### config.mk
export PLATFORM = sky130hd
export DESIGN_NAME = fixlat_load_buf
export DESIGN_NICKNAME = d
export VERILOG_FILES = /design/src/rtl/fixlat_pkg.sv /design/src/rtl/fixlat_mlr.sv /design/src/rtl/fixlat_pick.sv /design/src/rtl/fixlat_slot.sv /design/src/rtl/fixlat_load_buf.sv
export SDC_FILE = /design/constraint.sdc
export NUM_CORES = 1
export LEC_CHECK = 0
export BUFFER_PORTS_ARGS = -buffer_cell sky130_fd_sc_hd__buf_2
export CORE_MARGIN = 2
export CORE_UTILIZATION = 50
export DETAILED_ROUTE_END_ITERATION = 10
export GPL_ROUTABILITY_DRIVEN = 0
export GPL_TIMING_DRIVEN = 0
export HOLD_SLACK_MARGIN = 0.03
export PLACE_DENSITY_LB_ADDON = 0.12
export SLEW_MARGIN = 25
export SYNTH_ARGS = -nofsm -noshare
export SYNTH_HDL_FRONTEND = slang
export SYNTH_SLANG_ARGS = --single-unit
### constraint.sdc
create_clock -name clk -period 6.3 [get_ports clk]
set_input_delay 0.315 -clock clk [delete_from_list [all_inputs] [get_ports clk]]
set_output_delay 0.315 -clock clk [all_outputs]
set_load 0.005 [all_outputs]
### src/rtl/fixlat_pkg.sv
package fixlat_pkg;
    localparam int SLOTS   = 8;
    localparam int TAG_W   = $clog2(SLOTS);
    localparam int DATA_W  = 32;
    localparam int DEST_W  = 5;
    localparam int LAT_W   = 4;

    // request captured by a slot when a load is accepted
    typedef struct packed {
        logic [DEST_W-1:0] dest;
        logic [LAT_W-1:0]  cnt;
    } alloc_t;

    // state a slot presents to the selection logic
    typedef struct packed {
        logic              busy;
        logic              ready;
        logic              due;
        logic [LAT_W-1:0]  cnt;
        logic [DEST_W-1:0] dest;
        logic [DATA_W-1:0] data;
    } slot_view_t;

    // a latency of zero is treated as one cycle
    function automatic logic [LAT_W-1:0] lat_clamp(input logic [LAT_W-1:0] v);
        return (v == '0) ? LAT_W'(1) : v;
    endfunction
endpackage

### src/rtl/fixlat_mlr.sv
module fixlat_mlr
    import fixlat_pkg::*;
#(
    parameter int DEF_LAT = 4
) (
    input  logic             clk,
    input  logic             rst,
    input  logic             wr_en,
    input  logic [LAT_W-1:0] wr_val,
    output logic [LAT_W-1:0] lat_q
);
    always_ff @(posedge clk) begin
        if (rst)        lat_q <= lat_clamp(LAT_W'(DEF_LAT));
        else if (wr_en) lat_q <= lat_clamp(wr_val);
    end
endmodule

### src/rtl/fixlat_pick.sv
module fixlat_pick #(
    parameter int N = 8,
    localparam int IW = $clog2(N)
) (
    input  logic [N-1:0]  req,
    output logic [N-1:0]  gnt,
    output logic          any,
    output logic [IW-1:0] idx
);
    always_comb begin
        gnt = '0;
        idx = '0;
        for (int i = N - 1; i >= 0; i--) begin
            if (req[i]) begin
                gnt    = '0;
                gnt[i] = 1'b1;
                idx    = IW'(i);
            end
        end
        any = |req;
    end
endmodule

### src/rtl/fixlat_slot.sv
module fixlat_slot
    import fixlat_pkg::*;
(
    input  logic              clk,
    input  logic              rst,
    input  logic              alloc,
    input  alloc_t            alloc_in,
    input  logic              rsp_hit,
    input  logic [DATA_W-1:0] rsp_data,
    input  logic              hold,
    input  logic              release_i,
    output slot_view_t        view
);
    logic              busy_q, ready_q;
    logic [LAT_W-1:0]  cnt_q;
    logic [DEST_W-1:0] dest_q;
    logic [DATA_W-1:0] data_q;

    always_ff @(posedge clk) begin
        if (rst) begin
            busy_q  <= 1'b0;
            ready_q <= 1'b0;
            cnt_q   <= '0;
            dest_q  <= '0;
            data_q  <= '0;
        end else if (release_i) begin
            busy_q  <= 1'b0;
            ready_q <= 1'b0;
        end else if (alloc) begin
            busy_q  <= 1'b1;
            ready_q <= 1'b0;
            cnt_q   <= alloc_in.cnt;
            dest_q  <= alloc_in.dest;
        end else if (busy_q) begin
            if (rsp_hit && !ready_q) begin
                ready_q <= 1'b1;
                data_q  <= rsp_data;
            end
            if (!hold && cnt_q != '0)
                cnt_q <= cnt_q - LAT_W'(1);
        end
    end

    always_comb begin
        view.busy  = busy_q;
        view.ready = ready_q;
        view.due   = busy_q && (cnt_q == '0);
        view.cnt   = cnt_q;
        view.dest  = dest_q;
        view.data  = data_q;
    end
endmodule

### src/rtl/fixlat_load_buf.sv
module fixlat_load_buf
    import fixlat_pkg::*;
#(
    parameter int NSLOT   = fixlat_pkg::SLOTS,
    parameter int DEF_LAT = 4,
    localparam int TW     = $clog2(NSLOT)
) (
    input  logic              clk,
    input  logic              rst,
    input  logic              lat_wr_en,
    input  logic [LAT_W-1:0]  lat_wr_val,
    input  logic              iss_valid,
    input  logic [DEST_W-1:0] iss_dest,
    output logic              iss_ready,
    output logic [TW-1:0]     iss_tag,
    input  logic              rsp_valid,
    input  logic [TW-1:0]     rsp_tag,
    input  logic [DATA_W-1:0] rsp_data,
    output logic              wb_valid,
    output logic [DEST_W-1:0] wb_dest,
    output logic [DATA_W-1:0] wb_data,
    output logic              stall
);
    logic [LAT_W-1:0]            lat_q;
    slot_view_t                  view [NSLOT];
    logic [NSLOT-1:0]            slot_busy, slot_due, slot_ready;
    logic [NSLOT-1:0][LAT_W-1:0] slot_cnt;
    logic [NSLOT-1:0]            free_gnt, dlv_gnt;
    logic                        free_any, dlv_any;
    logic [TW-1:0]               free_idx, dlv_idx;
    logic                        iss_fire;
    alloc_t                      alloc_req;

    fixlat_mlr #(.DEF_LAT(DEF_LAT)) mlr_i (
        .clk(clk), .rst(rst), .wr_en(lat_wr_en), .wr_val(lat_wr_val), .lat_q(lat_q)
    );

    always_comb begin
        alloc_req.dest = iss_dest;
        alloc_req.cnt  = lat_q - LAT_W'(1);
    end

    for (genvar i = 0; i < NSLOT; i++) begin : g_slot
        fixlat_slot slot_i (
            .clk      (clk),
            .rst      (rst),
            .alloc    (iss_fire && free_gnt[i]),
            .alloc_in (alloc_req),
            .rsp_hit  (rsp_valid && (rsp_tag == TW'(i))),
            .rsp_data (rsp_data),
            .hold     (stall),
            .release_i(dlv_gnt[i]),
            .view     (view[i])
        );
        assign slot_busy[i]  = view[i].busy;
        assign slot_due[i]   = view[i].due;
        assign slot_ready[i] = view[i].ready;
        assign slot_cnt[i]   = view[i].cnt;
    end

    fixlat_pick #(.N(NSLOT)) free_pick_i (
        .req(~slot_busy), .gnt(free_gnt), .any(free_any), .idx(free_idx)
    );

    fixlat_pick #(.N(NSLOT)) dlv_pick_i (
        .req(slot_due & slot_ready), .gnt(dlv_gnt), .any(dlv_any), .idx(dlv_idx)
    );

    always_comb begin
        stall     = |(slot_due & ~dlv_gnt);
        iss_ready = free_any && !stall;
        iss_tag   = free_idx;
        iss_fire  = iss_valid && iss_ready;
        wb_valid  = dlv_any;
        wb_dest   = view[dlv_idx].dest;
        wb_data   = view[dlv_idx].data;
    end
endmodule

==> out/metrics.csv <==
metric,value,unit
grt_antenna_before_repair,1,
finalClockSkew,20.9,ps
vias_per_cell,6.02,
wl_per_cell,20.4,um
yosysWarnings,0,
tightest_slew,1170,ps
vdd.ir_drop.worst,222,uV
critPathKind,reg -> out,
synth_nets,2222,
clock_latency,530,ps
max-cap-violations,0,
synth.area.top_cells,"dfxtp_1 43%, nand2_1 17%, a21oi_1 12%",
start_util,51.0,%
first_pass_iters,6,
leakage,6.31,nW
synth_ff_type,dfxtp_1,
mappedNetlistArea,16100,um^2
start_kind,flip-flop,
grt_max_degree,14,
rsz0062_at_grt,no,
post-synth-top-area-fraction,43.2,%
fin_area,18200,um^2
finalCriticalPeriod,4480,ps
core,31600,um^2
vias,16100,
final_antenna_net_count,0,
cts_setup_buffers,0,
hpwlAfterDp,37.8,mm
required,5980,ps
clock_sinks,348,
groute.usage.overall,32.1,%
ys_types,73,
root_buffer,clkbuf_16,
syn_to_final_growth,12.5,%
final_common_cell,nand2_1,
arrival,4160,ps
clockBufferDepth,3,
drc,0,
cts_tree,yes,
crit_path_end_kind,primary output,
drt_iter0_drc,1655,
hold_slack,67.0,ps
dieArea,33700,um^2
final_nets,2315,
grt_pass1_wl,84.6,mm
yosysTopAreaCell,dfxtp_1,
powerDensity,267,nW/um^2
drt_wl_total,54.7,mm
final_cell_mix,"726 x nand2_1, 377 x a21oi_1, 348 x dfxtp_1",
status,completed,
tns,0,ps
hold_buffers,1,
syn_avg_cell_area,7.48,um^2
async_flop_share,0,%
ioPinCount,92,
synth_edf_count,0,
port_buffers,52,
synth-seq-cells,348,
fmax,223,MHz
synthCells,2157,
clkTransAtPathRegs,60,ps
hold_viol_final,0,
n_antenna_cell,0,
fin_crit_sh,71.1,%
placed_area,16900,um^2
setup_violations,0,
grt_pass1_vias,15100,
die_h,184,um
finalMaxSlewViolations,0,
ys_seq_area_share,43.2,%
slew_headroom,21.5,%
fp-row-count,65,
hold_path_class,in -> reg,
gr-total-overflow,0,
htree_levels,2,
path_max_fanout,10,
cts-buffers-inserted,38,
die-width,184,um
drive_gt1_share,9.36,%
ctsResizeCount,0,
[area by class of cell]
type                       instances  area, um^2
fill                            3007       13500
inverter                          28         105
buffer                           187         897
multi-input combinational       1594        8200
sequential                       348        6970
clock buffer                      56        1130
tap                              402         503
timing repair buffer              53         270
clock inverter                     9        81.3
[layer usage]
| layer | vias up | part of all wire [%] | global-route usage, % |
|---|---|---|---|
| met2 | 811 | 44 | 51.1 |
| li1 | 7481 | - | - |
| met3 | 152 | 8.6 | 4.73 |
| met4 | 2 | 3.5 | 12.6 |
| met1 | 7660 | 43 | 43.9 |
| met5 | - | 0.033 | 0 |
[cells by family after synthesis]
logic type / after synthesis / share of synthesized area [%]
compound gates: 529 / 18.5
xor+xnor: 5 / 0.271
fa+ha+maj: 16 / 1.24
buf+inv: 215 / 6.21
flops: 348 / 43.2
mux: 70 / 4.34
simple gates: 974 / 26.3
[worst max-delay path, cell delays in order, from the launching register on]
cell and delay, ps:
dfxtp_1 400, inv_1 70, ha_1 250, nor3b_1 190
a32oi_1 360, buf_4 260, nand2_1 140, nor3_2 930
clkbuf_1 540, nand3_1 170, and3_1 190, buf_2 120
[sequential cells by signal, indices dropped and copies added (netlist names)]
| name | count |
|---|---|
| g_slot.slot_i.busy_q | 8 |
| g_slot.slot_i.cnt_q | 32 |
| mlr_i.lat_q | 4 |
| g_slot.slot_i.data_q | 256 |
| g_slot.slot_i.dest_q | 40 |
| g_slot.slot_i.ready_q | 8 |
[Yosys cell counts (8+ instances only)]
cell type,n
nor3_1,9
buf_4,43
o21a_1,8
ha_1,16
nand3_1,56
nand4_1,8
mux2i_1,70
inv_1,27
a21oi_1,377
dfxtp_1,348
and2_1,9
nand2_1,726
clkbuf_1,120
o21ai_0,30
and3_1,39
buf_2,17
o22ai_1,53
nor2_1,60
[worst paths after layout]
path,depth (start not counted),to,slack (ps),from
worst min register to register,2,g_slot[3].slot_i.data_q[17]$_SDFFE_PP0P_,450,g_slot[3].slot_i.data_q[17]$_SDFFE_PP0P_
worst max-delay path,11,wb_data[25],1820,g_slot[0].slot_i.cnt_q[0]$_SDFFE_PP0P_
worst max register to register,12,g_slot[6].slot_i.cnt_q[3]$_SDFFE_PP0P_,3210,g_slot[0].slot_i.cnt_q[0]$_SDFFE_PP0P_
worst min-delay path,3,mlr_i.lat_q[1]$_SDFFE_PP0P_,70,lat_wr_val[1]
[through the flow]
step	setup slack [ps]	instances	power (mW)	utilization, %
after floorplan	3680	2157	2.54	-
after global placement	2530	2611	2.68	53.4
after detailed placement	2510	2611	2.69	53.5
after CTS	1940	2677	4.85	57.4
after global routing	1730	2677	4.98	57.4
final	1820	2677	4.85	57.4
[where the power goes]
part	switching, mW	internal, mW
Sequential	0.0188	2.22
Clock	0.918	1.28
Combinational	0.288	0.123
Total	1.22	3.63
Power figures use the tool's default switching activity.
